`config.mk`:
```
export PLATFORM = sky130hd
export DESIGN_NAME = bcs_sequencer
export DESIGN_NICKNAME = d
export VERILOG_FILES = /design/src/rtl/bcs_pkg.sv /design/src/rtl/bcs_prog_rom.sv /design/src/rtl/bcs_header_build.sv /design/src/rtl/bcs_step.sv /design/src/rtl/bcs_sequencer.sv
export SDC_FILE = /design/constraint.sdc
export NUM_CORES = 1
export LEC_CHECK = 0
export ABC_CLOCK_PERIOD_IN_PS = 4200
export BUFFER_PORTS_ARGS = -buffer_cell sky130_fd_sc_hd__buf_2
export CAP_MARGIN = 20
export CORE_AREA = 2 2 135 137
export DETAILED_ROUTE_END_ITERATION = 10
export DIE_AREA = 0 0 137 139
export PLACE_DENSITY = 0.56
export SETUP_SLACK_MARGIN = 0.02
export SLEW_MARGIN = 20
export SYNTH_ARGS = -nofsm -noshare
export SYNTH_HDL_FRONTEND = slang
export SYNTH_SLANG_ARGS = --single-unit
```
`constraint.sdc`:
```
create_clock -name clk -period 4.2 [get_ports clk]
set_input_delay 0.84 -clock clk [delete_from_list [all_inputs] [get_ports clk]]
set_output_delay 0.84 -clock clk [all_outputs]
set_load 0.005 [all_outputs]
```
`src/rtl/bcs_pkg.sv`:
```
package bcs_pkg;
  localparam int OP_W    = 3;
  localparam int ARG_W   = 32;
  localparam int ENTRY_W = OP_W + ARG_W;
  localparam int RQ_W    = 5;

  typedef enum logic [OP_W-1:0] {
    OP_HALT  = 3'd0,
    OP_INIT  = 3'd1,
    OP_PULSE = 3'd2,
    OP_READ  = 3'd3,
    OP_WAIT  = 3'd4,
    OP_JUMP  = 3'd5
  } op_e;

  // strobe timing, in counter values
  localparam int INIT_LAST      = 4;
  localparam int PULSE_HI_FIRST = 5;
  localparam int PULSE_HI_LAST  = 10;
  localparam int READ_SEND_LAST = 1;
  localparam int READ_LOAD_LAST = 3;

  localparam logic [RQ_W-1:0] RQ_READ        = 5'd16;
  localparam logic [4:0]      CMD_READ_BLOCK = 5'd0;

  function automatic logic [ENTRY_W-1:0] mk_entry(logic [OP_W-1:0] op, logic [ARG_W-1:0] arg);
    return {op, arg};
  endfunction

  // line 0 is the least significant entry
  localparam logic [8*ENTRY_W-1:0] DEFAULT_PROG = {
    mk_entry(OP_HALT,  32'd0),
    mk_entry(OP_READ,  32'hFFFF_FFFF),
    mk_entry(OP_JUMP,  32'd7),
    mk_entry(OP_READ,  32'hCAFE_0001),
    mk_entry(OP_WAIT,  32'd2),
    mk_entry(OP_READ,  32'h1234_5678),
    mk_entry(OP_PULSE, 32'd0),
    mk_entry(OP_INIT,  32'd0)
  };
endpackage

```
`src/rtl/bcs_prog_rom.sv`:
```
module bcs_prog_rom #(
  parameter int PC_W    = 3,
  parameter int ENTRY_W = 35,
  parameter logic [(2**PC_W)*ENTRY_W-1:0] IMAGE = '0
) (
  input  logic [PC_W-1:0]    addr,
  output logic [ENTRY_W-1:0] data
);
  localparam int DEPTH = 2**PC_W;

  logic [ENTRY_W-1:0] mem [DEPTH];

  for (genvar i = 0; i < DEPTH; i++) begin : g_line
    assign mem[i] = IMAGE[i*ENTRY_W +: ENTRY_W];
  end

  assign data = mem[addr];
endmodule

```
`src/rtl/bcs_header_build.sv`:
```
module bcs_header_build #(
  parameter int CMD_W  = 5,
  parameter int DEV_W  = 10,
  parameter int PAD_W  = 15,
  parameter int ADDR_W = 32
) (
  input  logic [CMD_W-1:0]                    cmd,
  input  logic [DEV_W-1:0]                    dev,
  input  logic [ADDR_W-1:0]                   addr,
  output logic [4+CMD_W+2+DEV_W+PAD_W+ADDR_W-1:0] hdr
);
  localparam int CMD_LSB  = 4;
  localparam int DEV_LSB  = CMD_LSB + CMD_W + 2;
  localparam int ADDR_LSB = DEV_LSB + DEV_W + PAD_W;
  localparam int HALF     = ADDR_W / 2;

  always_comb begin
    hdr                       = '0;
    hdr[0]                    = 1'b1;
    hdr[CMD_LSB +: CMD_W]     = cmd;
    hdr[DEV_LSB +: DEV_W]     = dev;
    hdr[ADDR_LSB +: ADDR_W]   = {addr[HALF-1:0], addr[ADDR_W-1:HALF]};
  end
endmodule

```
`src/rtl/bcs_step.sv`:
```
module bcs_step
  import bcs_pkg::*;
#(
  parameter int PC_W  = 3,
  parameter int CNT_W = 16
) (
  input  logic [OP_W-1:0]  op,
  input  logic [CNT_W-1:0] wait_n,
  input  logic [PC_W-1:0]  jump_to,
  input  logic [PC_W-1:0]  pc,
  input  logic [CNT_W-1:0] cnt,
  input  logic             send_i,
  input  logic             load_i,
  input  logic             ttop_i,
  input  logic [RQ_W-1:0]  rq_i,
  output logic [PC_W-1:0]  pc_o,
  output logic [CNT_W-1:0] cnt_o,
  output logic             send_o,
  output logic             load_o,
  output logic             ttop_o,
  output logic [RQ_W-1:0]  rq_o,
  output logic             hdr_we,
  output logic             init_we
);
  logic [CNT_W-1:0] cnt_inc;
  logic [PC_W-1:0]  pc_inc;

  assign cnt_inc = cnt + CNT_W'(1);
  assign pc_inc  = pc + PC_W'(1);

  always_comb begin
    pc_o    = pc;
    cnt_o   = cnt;
    send_o  = send_i;
    load_o  = load_i;
    ttop_o  = ttop_i;
    rq_o    = rq_i;
    hdr_we  = 1'b0;
    init_we = 1'b0;
    case (op_e'(op))
      OP_INIT: begin
        rq_o    = '0;
        send_o  = 1'b0;
        ttop_o  = 1'b0;
        init_we = 1'b1;
        if (cnt < CNT_W'(INIT_LAST)) begin
          cnt_o  = cnt_inc;
          load_o = 1'b1;
        end else begin
          cnt_o  = '0;
          load_o = 1'b0;
          pc_o   = pc_inc;
        end
      end
      OP_PULSE: begin
        if (cnt < CNT_W'(PULSE_HI_FIRST)) begin
          ttop_o = 1'b0;
          load_o = 1'b1;
          cnt_o  = cnt_inc;
        end else if (cnt <= CNT_W'(PULSE_HI_LAST)) begin
          ttop_o = 1'b1;
          load_o = 1'b1;
          cnt_o  = cnt_inc;
        end else begin
          ttop_o = 1'b0;
          load_o = 1'b0;
          cnt_o  = '0;
          pc_o   = pc_inc;
        end
      end
      OP_READ: begin
        rq_o   = RQ_READ;
        hdr_we = 1'b1;
        if (cnt <= CNT_W'(READ_SEND_LAST)) begin
          send_o = 1'b1;
          load_o = 1'b1;
          cnt_o  = cnt_inc;
        end else if (cnt <= CNT_W'(READ_LOAD_LAST)) begin
          send_o = 1'b0;
          cnt_o  = cnt_inc;
        end else begin
          load_o = 1'b0;
          cnt_o  = '0;
          pc_o   = pc_inc;
        end
      end
      OP_WAIT: begin
        if (cnt < wait_n) begin
          cnt_o = cnt_inc;
        end else begin
          cnt_o = '0;
          pc_o  = pc_inc;
        end
      end
      OP_JUMP: begin
        pc_o  = jump_to;
        cnt_o = '0;
      end
      default: begin
        send_o = 1'b0;
        load_o = 1'b0;
        ttop_o = 1'b0;
        rq_o   = '0;
      end
    endcase
  end
endmodule

```
`src/rtl/bcs_sequencer.sv`:
```
module bcs_sequencer
  import bcs_pkg::*;
#(
  parameter int PC_W      = 3,
  parameter int CNT_W     = 16,
  parameter int CMD_W     = 5,
  parameter int DEV_W     = 10,
  parameter int PAD_W     = 15,
  parameter int ADDR_W    = 32,
  parameter int NUM_WORDS = 5,
  parameter logic [(2**PC_W)*ENTRY_W-1:0] PROGRAM = DEFAULT_PROG
) (
  input  logic                 clk,
  input  logic                 rst,
  output logic                 send,
  output logic                 load,
  output logic                 ttop,
  output logic [RQ_W-1:0]      rq_code,
  output logic [NUM_WORDS*(4+CMD_W+2+DEV_W+PAD_W+ADDR_W)-1:0] bus_words
);
  localparam int WORD_W = 4 + CMD_W + 2 + DEV_W + PAD_W + ADDR_W;

  logic [PC_W-1:0]    pc_q, pc_d;
  logic [CNT_W-1:0]   cnt_q, cnt_d;
  logic               send_d, load_d, ttop_d;
  logic [RQ_W-1:0]    rq_d;
  logic               hdr_we, init_we;
  logic [ENTRY_W-1:0] entry;
  logic [OP_W-1:0]    op;
  logic [ARG_W-1:0]   arg;
  logic [WORD_W-1:0]  hdr;

  bcs_prog_rom #(.PC_W(PC_W), .ENTRY_W(ENTRY_W), .IMAGE(PROGRAM)) u_rom (
    .addr (pc_q),
    .data (entry)
  );

  assign op  = entry[ENTRY_W-1 -: OP_W];
  assign arg = entry[ARG_W-1:0];

  bcs_header_build #(.CMD_W(CMD_W), .DEV_W(DEV_W), .PAD_W(PAD_W), .ADDR_W(ADDR_W)) u_hdr (
    .cmd  (CMD_W'(CMD_READ_BLOCK)),
    .dev  ('0),
    .addr (arg[ADDR_W-1:0]),
    .hdr  (hdr)
  );

  bcs_step #(.PC_W(PC_W), .CNT_W(CNT_W)) u_step (
    .op      (op),
    .wait_n  (arg[CNT_W-1:0]),
    .jump_to (arg[PC_W-1:0]),
    .pc      (pc_q),
    .cnt     (cnt_q),
    .send_i  (send),
    .load_i  (load),
    .ttop_i  (ttop),
    .rq_i    (rq_code),
    .pc_o    (pc_d),
    .cnt_o   (cnt_d),
    .send_o  (send_d),
    .load_o  (load_d),
    .ttop_o  (ttop_d),
    .rq_o    (rq_d),
    .hdr_we  (hdr_we),
    .init_we (init_we)
  );

  always_ff @(posedge clk) begin
    if (rst) begin
      pc_q    <= '0;
      cnt_q   <= '0;
      send    <= 1'b0;
      load    <= 1'b0;
      ttop    <= 1'b0;
      rq_code <= '0;
    end else begin
      pc_q    <= pc_d;
      cnt_q   <= cnt_d;
      send    <= send_d;
      load    <= load_d;
      ttop    <= ttop_d;
      rq_code <= rq_d;
    end
  end

  for (genvar k = 0; k < NUM_WORDS; k++) begin : g_word
    logic [WORD_W-1:0] word_q;
    if (k == 0) begin : g_hdr_slot
      always_ff @(posedge clk) begin
        if (rst)          word_q <= '0;
        else if (init_we) word_q <= WORD_W'(k);
        else if (hdr_we)  word_q <= hdr;
      end
    end else begin : g_plain_slot
      always_ff @(posedge clk) begin
        if (rst)          word_q <= '0;
        else if (init_we) word_q <= WORD_W'(k);
      end
    end
    assign bus_words[k*WORD_W +: WORD_W] = word_q;
  end
endmodule

```
## Yosys cells after proc, flatten, opt, wreduce, memory -nomap -nowiden

Memory sizes are Yosys's and may differ from the RTL's.
Cells that the tools add are included.

- Add/sub/neg operators: 2
- Order comparisons: 7
- Equal/unequal tests: 13
- Mux-type cells: 30
- Bitwise logic cells: 3
- Reductions and logical operators: 8

Operators by type and width:

| cell | count |
|---|---|
| two-way mux 16 bit | 6 |
| one-hot mux 16 bit (5 select lines) | 1 |
| two-way mux 35 bit | 2 |
| less-than comparator 16 x 3 -> 1 bit, second input constant | 2 |
| two-way mux 3 bit | 6 |
| adder 16 x 1 -> 16 bit, second input constant | 1 |
| <= comparator 16 x 1 -> 1 bit, second input constant | 1 |
| <= comparator 16 x 2 -> 1 bit, second input constant | 1 |
| <= comparator 16 x 4 -> 1 bit, second input constant | 1 |
| less-than comparator 16 bit | 1 |
| one-hot mux 3 bit (5 select lines) | 1 |
| inequality test 2 bit, second input constant | 6 |
| two-way mux 1 bit | 10 |
| one-hot mux 5 bit (2 select lines) | 1 |
| AND reduction 7 bit | 1 |
| equality test 3 x 2 -> 1 bit, second input constant | 2 |
| equality test 3 bit, second input constant | 2 |
| OR reduction 3 bit | 2 |
| nonzero test 5 bit | 1 |
| greater-or-equal comparator 4 bit, second input constant | 1 |
| NOT 3 -> 4 bit | 1 |
| one-hot mux 1 bit (2 select lines) | 2 |
| one-hot mux 1 bit (4 select lines) | 1 |
| AND reduction 2 bit | 2 |
| other kinds (6) | 8 |

- Flip-flop bits (word level): 62
- Memory bits (read-only): 280
- Bits of input ports: 2
- Output and inout bits: 348
- Logic and storage cells: 73
- Memories: 1

Memories:

| name | depth | bits a word | read ports | clocked after Yosys merged registers in | write ports | RTL line | RTL |
|---|---|---|---|---|---|---|---|
| (no name shown) | 8 | 35 | 1 | 0 | 0 | bcs_prog_rom.sv:17 | `assign data = mem[addr];` |

## Depth between registers and ports, before layout

- Depth after elaboration: 8
- Gate-level depth with buffers: 17

## Modules after synthesis

From an unflattened synthesis, not the netlist that was laid out.

- Cell total of the unflattened synthesis: 895
- Area, all modules: 7,573.5 um^2

Modules (own cells, without submodules):

| module | times used | cells an instance | area each (um^2) | seq. area each (um^2) |
|---|---|---|---|---|
| bcs_sequencer | 1 | 553 | 5,218.8 | 1,921.8 |
| bcs_step | 1 | 222 | 1,468.9 | 0.0 |
| bcs_header_build | 1 | 70 | 518.0 | 0.0 |
| bcs_prog_rom | 1 | 50 | 367.9 | 0.0 |

## Worst setup path before layout

No wires, ideal clock.

- Path kind: register to register
- Start point: register pc_q[0]
- End point: register cnt_q[10]
- Arrival: 3.417 ns
- Setup slack: 0.666 ns
- Stages on the path, launching flop included: 18
- Buffers on the path: 4
- Path through: dfxtp_1 clkbuf_1 clkbuf_1 inv_1 ha_1 buf_2 nor2b_1 inv_1 and2_1 ha_1 nand3_1 o21ai_0 a2111oi_2 o311ai_4 a21oi_4 buf_6 a21o_1 a22o_1

- Word-level cells in the longest chain between the ends: 7

RTL lines:

| what | RTL line | RTL |
|---|---|---|
| start: declaration | bcs_sequencer.sv:23 | `logic [PC_W-1:0] pc_q, pc_d;` |
| start signal: assignment | bcs_sequencer.sv:77 | `pc_q <= pc_d;` |
| NOT 3 -> 4 bit (not written as such) * | bcs_prog_rom.sv:17 |  |
| memory read (8 x 35 bit) * | - |  |
| two-way mux 35 bit (not written as such) * (2 in a row) | bcs_prog_rom.sv:17 |  |
| less-than comparator 16 bit | bcs_step.sv:88 | `if (cnt < wait_n) begin` |
| two-way mux 16 bit | bcs_step.sv:88 |  |
| one-hot mux 16 bit (5 select lines) | bcs_step.sv:40 | `case (op_e'(op))` |
| end signal: assignment | bcs_sequencer.sv:78 | `cnt_q <= cnt_d;` |
| end: declaration | bcs_sequencer.sv:24 | `logic [CNT_W-1:0] cnt_q, cnt_d;` |

Mark *: on every way between the ends. The rest lies on a longest branch, timed or not. The select of a mux whose other input is x is not followed.
A chain may end at the register's enable or synchronous reset.

## Worst setup path after layout

- Start point: register pc_q[0]
- End point: register cnt_q[7]

The elaborated chain is that of the path after synthesis.

==> results by group <==
Outcome
  • Status: finished, final reports clean

Placed design
  • GPL Wtd Cong: 0.790
  • Port Buf Inserts: 43
  • Placed insts: 841
  • Hpwl dp: 5420 um

GRT
  • Number of global-route vias before repair: 1892
  • Largest net degree at the start of global routing: 24
  • GRT overflow: 0
  • Initial antenna violation count: 0
  • First-pass GRT wire length: 9490 um
  • Gr usage total: 0.0602

Synth
  • Ys flop type: dfxtp_1
  • Synth area leaders: buf_4 (54%), dfxtp_1 (14%), ha_1 (4.0%), nand2_1 (2.7%), nor2_1 (2.5%)
  • Commonest cells post-synth: buf_4 (336), nand2_1 (33), dfxtp_1 (32)
  • Mapped Area: 0.00464 sq mm
  • Yosys top cell area share: 0.543
  • Yosys top cell by area: buf_4
  • Seq/Total Area, Yosys: 0.138
  • Syn. warnings: 0
  • Synth Register Bits: 32
  • Async S/R FF share, synth: 0
  • Yosys cell types: 50
  • Number of synthesized flops with an enable pin: 0
  • Synth Area per Inst: 7.59 sq um
  • Top-count cell post-synth: buf_4
  • Syn Inst Count: 612

Critical path
  • Critical Path RT: 4.42 ns
  • Worst R2R Path Depth: 13
  • Critical Path Start: pc_q[0]$_SDFFE_PP0P_
  • Critical path fanouts, max: 23
  • Worst setup SP type: register
  • Critical path type: reg -> reg
  • R2r startpoint: pc_q[0]$_SDFFE_PP0P_
  • R2R Setup Slk: 0.90 ns
  • Worst EP arrival: 3.53 ns
  • CP endpoint: cnt_q[7]$_SDFFE_PP0N_
  • Crit end category: register
  • R2R Path End: cnt_q[7]$_SDFFE_PP0N_

Drt
  • DR vias: 2820
  • 1st-pass router iterations: 4
  • WL/cell: 7.98 um
  • WL final: 6780 um
  • DRT iter0 DRCs: 99
  • Vias per cell: 3.32
  • DRC Markers: 0
  • Final ANT Viol Nets: 0

Clocking
  • CTS tree: built
  • Total CTS buffers: 5
  • Clock tree root driver cell: clkbuf_16
  • Clock Tree Buf Depth: 2
  • Buffer count from post-CTS setup fixing: 0
  • H-tree depth: 2
  • Post-CTS sizing: 0
  • Post-CTS Hold Buffers: 0
  • Worst-Skew Late Latency: 0.28 ns
  • Clk sinks: 32
  • Clk pin slew, worst setup/hold paths: 0.05 ns

Power and ir drop
  • Switching power: 0.000536 W
  • PwrDens: 333 mW/mm^2
  • Switching part of the total power: 0.417
  • Pint: 0.000750 W
  • Max IR drop VDD: 0.000167 V
  • Sequential share of power: 0.287
  • Leakage: 2.15 nW
  • Clock power share: 0.277
  • Comb pwr share: 0.436

STA
  • Final slew viol count: 0
  • Minimum clock period: 3.30 ns
  • Final Skew: 0.00497 ns
  • Final setup fails: 0
  • Slew margin rel.: 0.617
  • Final period utilization: 0.787
  • TNS Setup: 0 ns
  • Peak Freq: 303 MHz
  • Final Hold Viols: 0
  • RSZ-0062 raised after global routing: no
  • Slew @ Worst Pin: 0.574 ns

Floorplan
  • Die Span Y: 139 um
  • Row cnt: 49
  • Chip width: 137 um
  • Die footprint: 0.0190 sq mm
  • IO Pins: 350
  • Initial core utilization: 0.263
  • Core Region: 0.0177 sq mm

Final layout
  • Layout Cells excl Fill: 849
  • Net count, final: 636
  • Area grow syn2layout: -16.9%
  • Share of layout cells above drive strength 1: 0.102
  • N_diodes: 0

Job
  • Maxcap violations: 0

Hold path
  • Hold Crit Class: reg -> reg
[final cells by class]
cell class / instances / area, sq um
multi-input combinational: 525 / 2520
inverter: 9 / 33.8
clock buffer: 5 / 125
sequential: 32 / 641
tap: 229 / 287
timing repair buffer: 46 / 238
clock inverter: 3 / 18.8
fill: 2031 / 13800
[placed cells by master, fill, tap and decap left out, types with 2 or more instances in the layout]
cell type,netlist,layout
a22o_1,6,6
nor2_1,31,31
conb_1,1,306
nor3_1,9,9
o21ai_1,3,3
clkbuf_16,0,5
nor3b_1,5,5
clkinv_2,0,2
a211oi_1,9,9
buf_2,3,43
nand2b_1,4,4
nand4_1,2,2
a21o_1,7,7
inv_1,9,9
and3_1,7,7
a221o_1,3,3
xor2_1,2,2
a21oi_1,19,19
nor2b_1,3,3
nand2_1,33,33
buf_4,336,3
nand3_1,20,20
dfxtp_1,32,32
ha_1,15,15
o21ai_0,14,14
a21boi_0,2,2
o22ai_1,2,2
[worst min-delay path by stage]
stage / depth (start not counted) / start / slack (ns) / to
detailed placement: 2 / g_word[0].word_q[54]$_SDFFE_PP0P_ / 0.45 / g_word[0].word_q[54]$_SDFFE_PP0P_
CTS: 2 / g_word[0].word_q[54]$_SDFFE_PP0P_ / 0.46 / g_word[0].word_q[54]$_SDFFE_PP0P_
finish: 2 / g_word[0].word_q[54]$_SDFFE_PP0P_ / 0.45 / g_word[0].word_q[54]$_SDFFE_PP0P_
global route: 2 / g_word[0].word_q[54]$_SDFFE_PP0P_ / 0.48 / g_word[0].word_q[54]$_SDFFE_PP0P_
floorplan: 2 / g_word[0].word_q[53]$_SDFFE_PP0P_ / 0.45 / g_word[0].word_q[53]$_SDFFE_PP0P_
global placement: 2 / g_word[0].word_q[54]$_SDFFE_PP0P_ / 0.44 / g_word[0].word_q[54]$_SDFFE_PP0P_
[routing by layer]
layer,vias to the layer above,global-route usage,part of all wire,routed length (um)
met5,-,0,0,0
met4,0,0.0179,0.0075,51
met3,4,0.0121,0.11,778
met2,188,0.104,0.48,3280
met1,1248,0.0743,0.39,2670
li1,1380,-,-,-
[state kept, by name (all words and copies together) (netlist names)]
name / flops
ttop: 1
rq_code: 1
cnt_q: 16
load: 1
pc_q: 3
send: 1
g_word.word_q: 9
[worst max-delay path: stages (launching register included)]
cell,delay (ns)
dfxtp_1,0.32
inv_1,0.07
ha_1,0.40
nor2b_1,0.21
inv_1,0.08
and2_1,0.14
ha_1,0.17
a21oi_1,0.17
o21ai_0,0.13
a2111oi_2,0.48
o311ai_4,0.22
a21oi_4,0.52
and3_1,0.24
a221o_1,0.10
[power by group through the flow]
stage,logic [W],clock network (W),registers (W)
after floorplan,0.000672,0,0.000369
after global placement,0.000556,0,0.000376
after detailed placement,0.000554,0,0.000376
after CTS,0.000554,0.000368,0.000369
after global routing,0.000640,0.000383,0.000374
final,0.000560,0.000356,0.000369
[kinds of logic (layout without fill, tap and decap cells)]
family          Yosys count  after routing  share of synthesized area
buf+inv                 360             63                      0.567
simple gates            122            122                      0.126
compound gates           78             78                      0.121
flops                    32             32                      0.138
fa+ha+maj                15             15                     0.0404
xor+xnor                  3              3                    0.00566
other cells               1            306                   0.000808
mux                       1              1                    0.00216
[per-stage QoR]
step	utilization	cell area [sq um]	hold slack, ns	worst slack [ns]	total power [W]
after floorplan	-	5790	0.453	0.666	0.00104
after CTS	0.219	3860	0.456	0.911	0.00129
after global routing	0.219	3860	0.484	0.507	0.00140
after detailed placement	0.210	3710	0.448	0.928	0.000930
after global placement	0.210	3710	0.442	1.03	0.000932
final	0.219	3860	0.453	0.896	0.00129
Note: power is estimated with default switching activity, not from simulation.
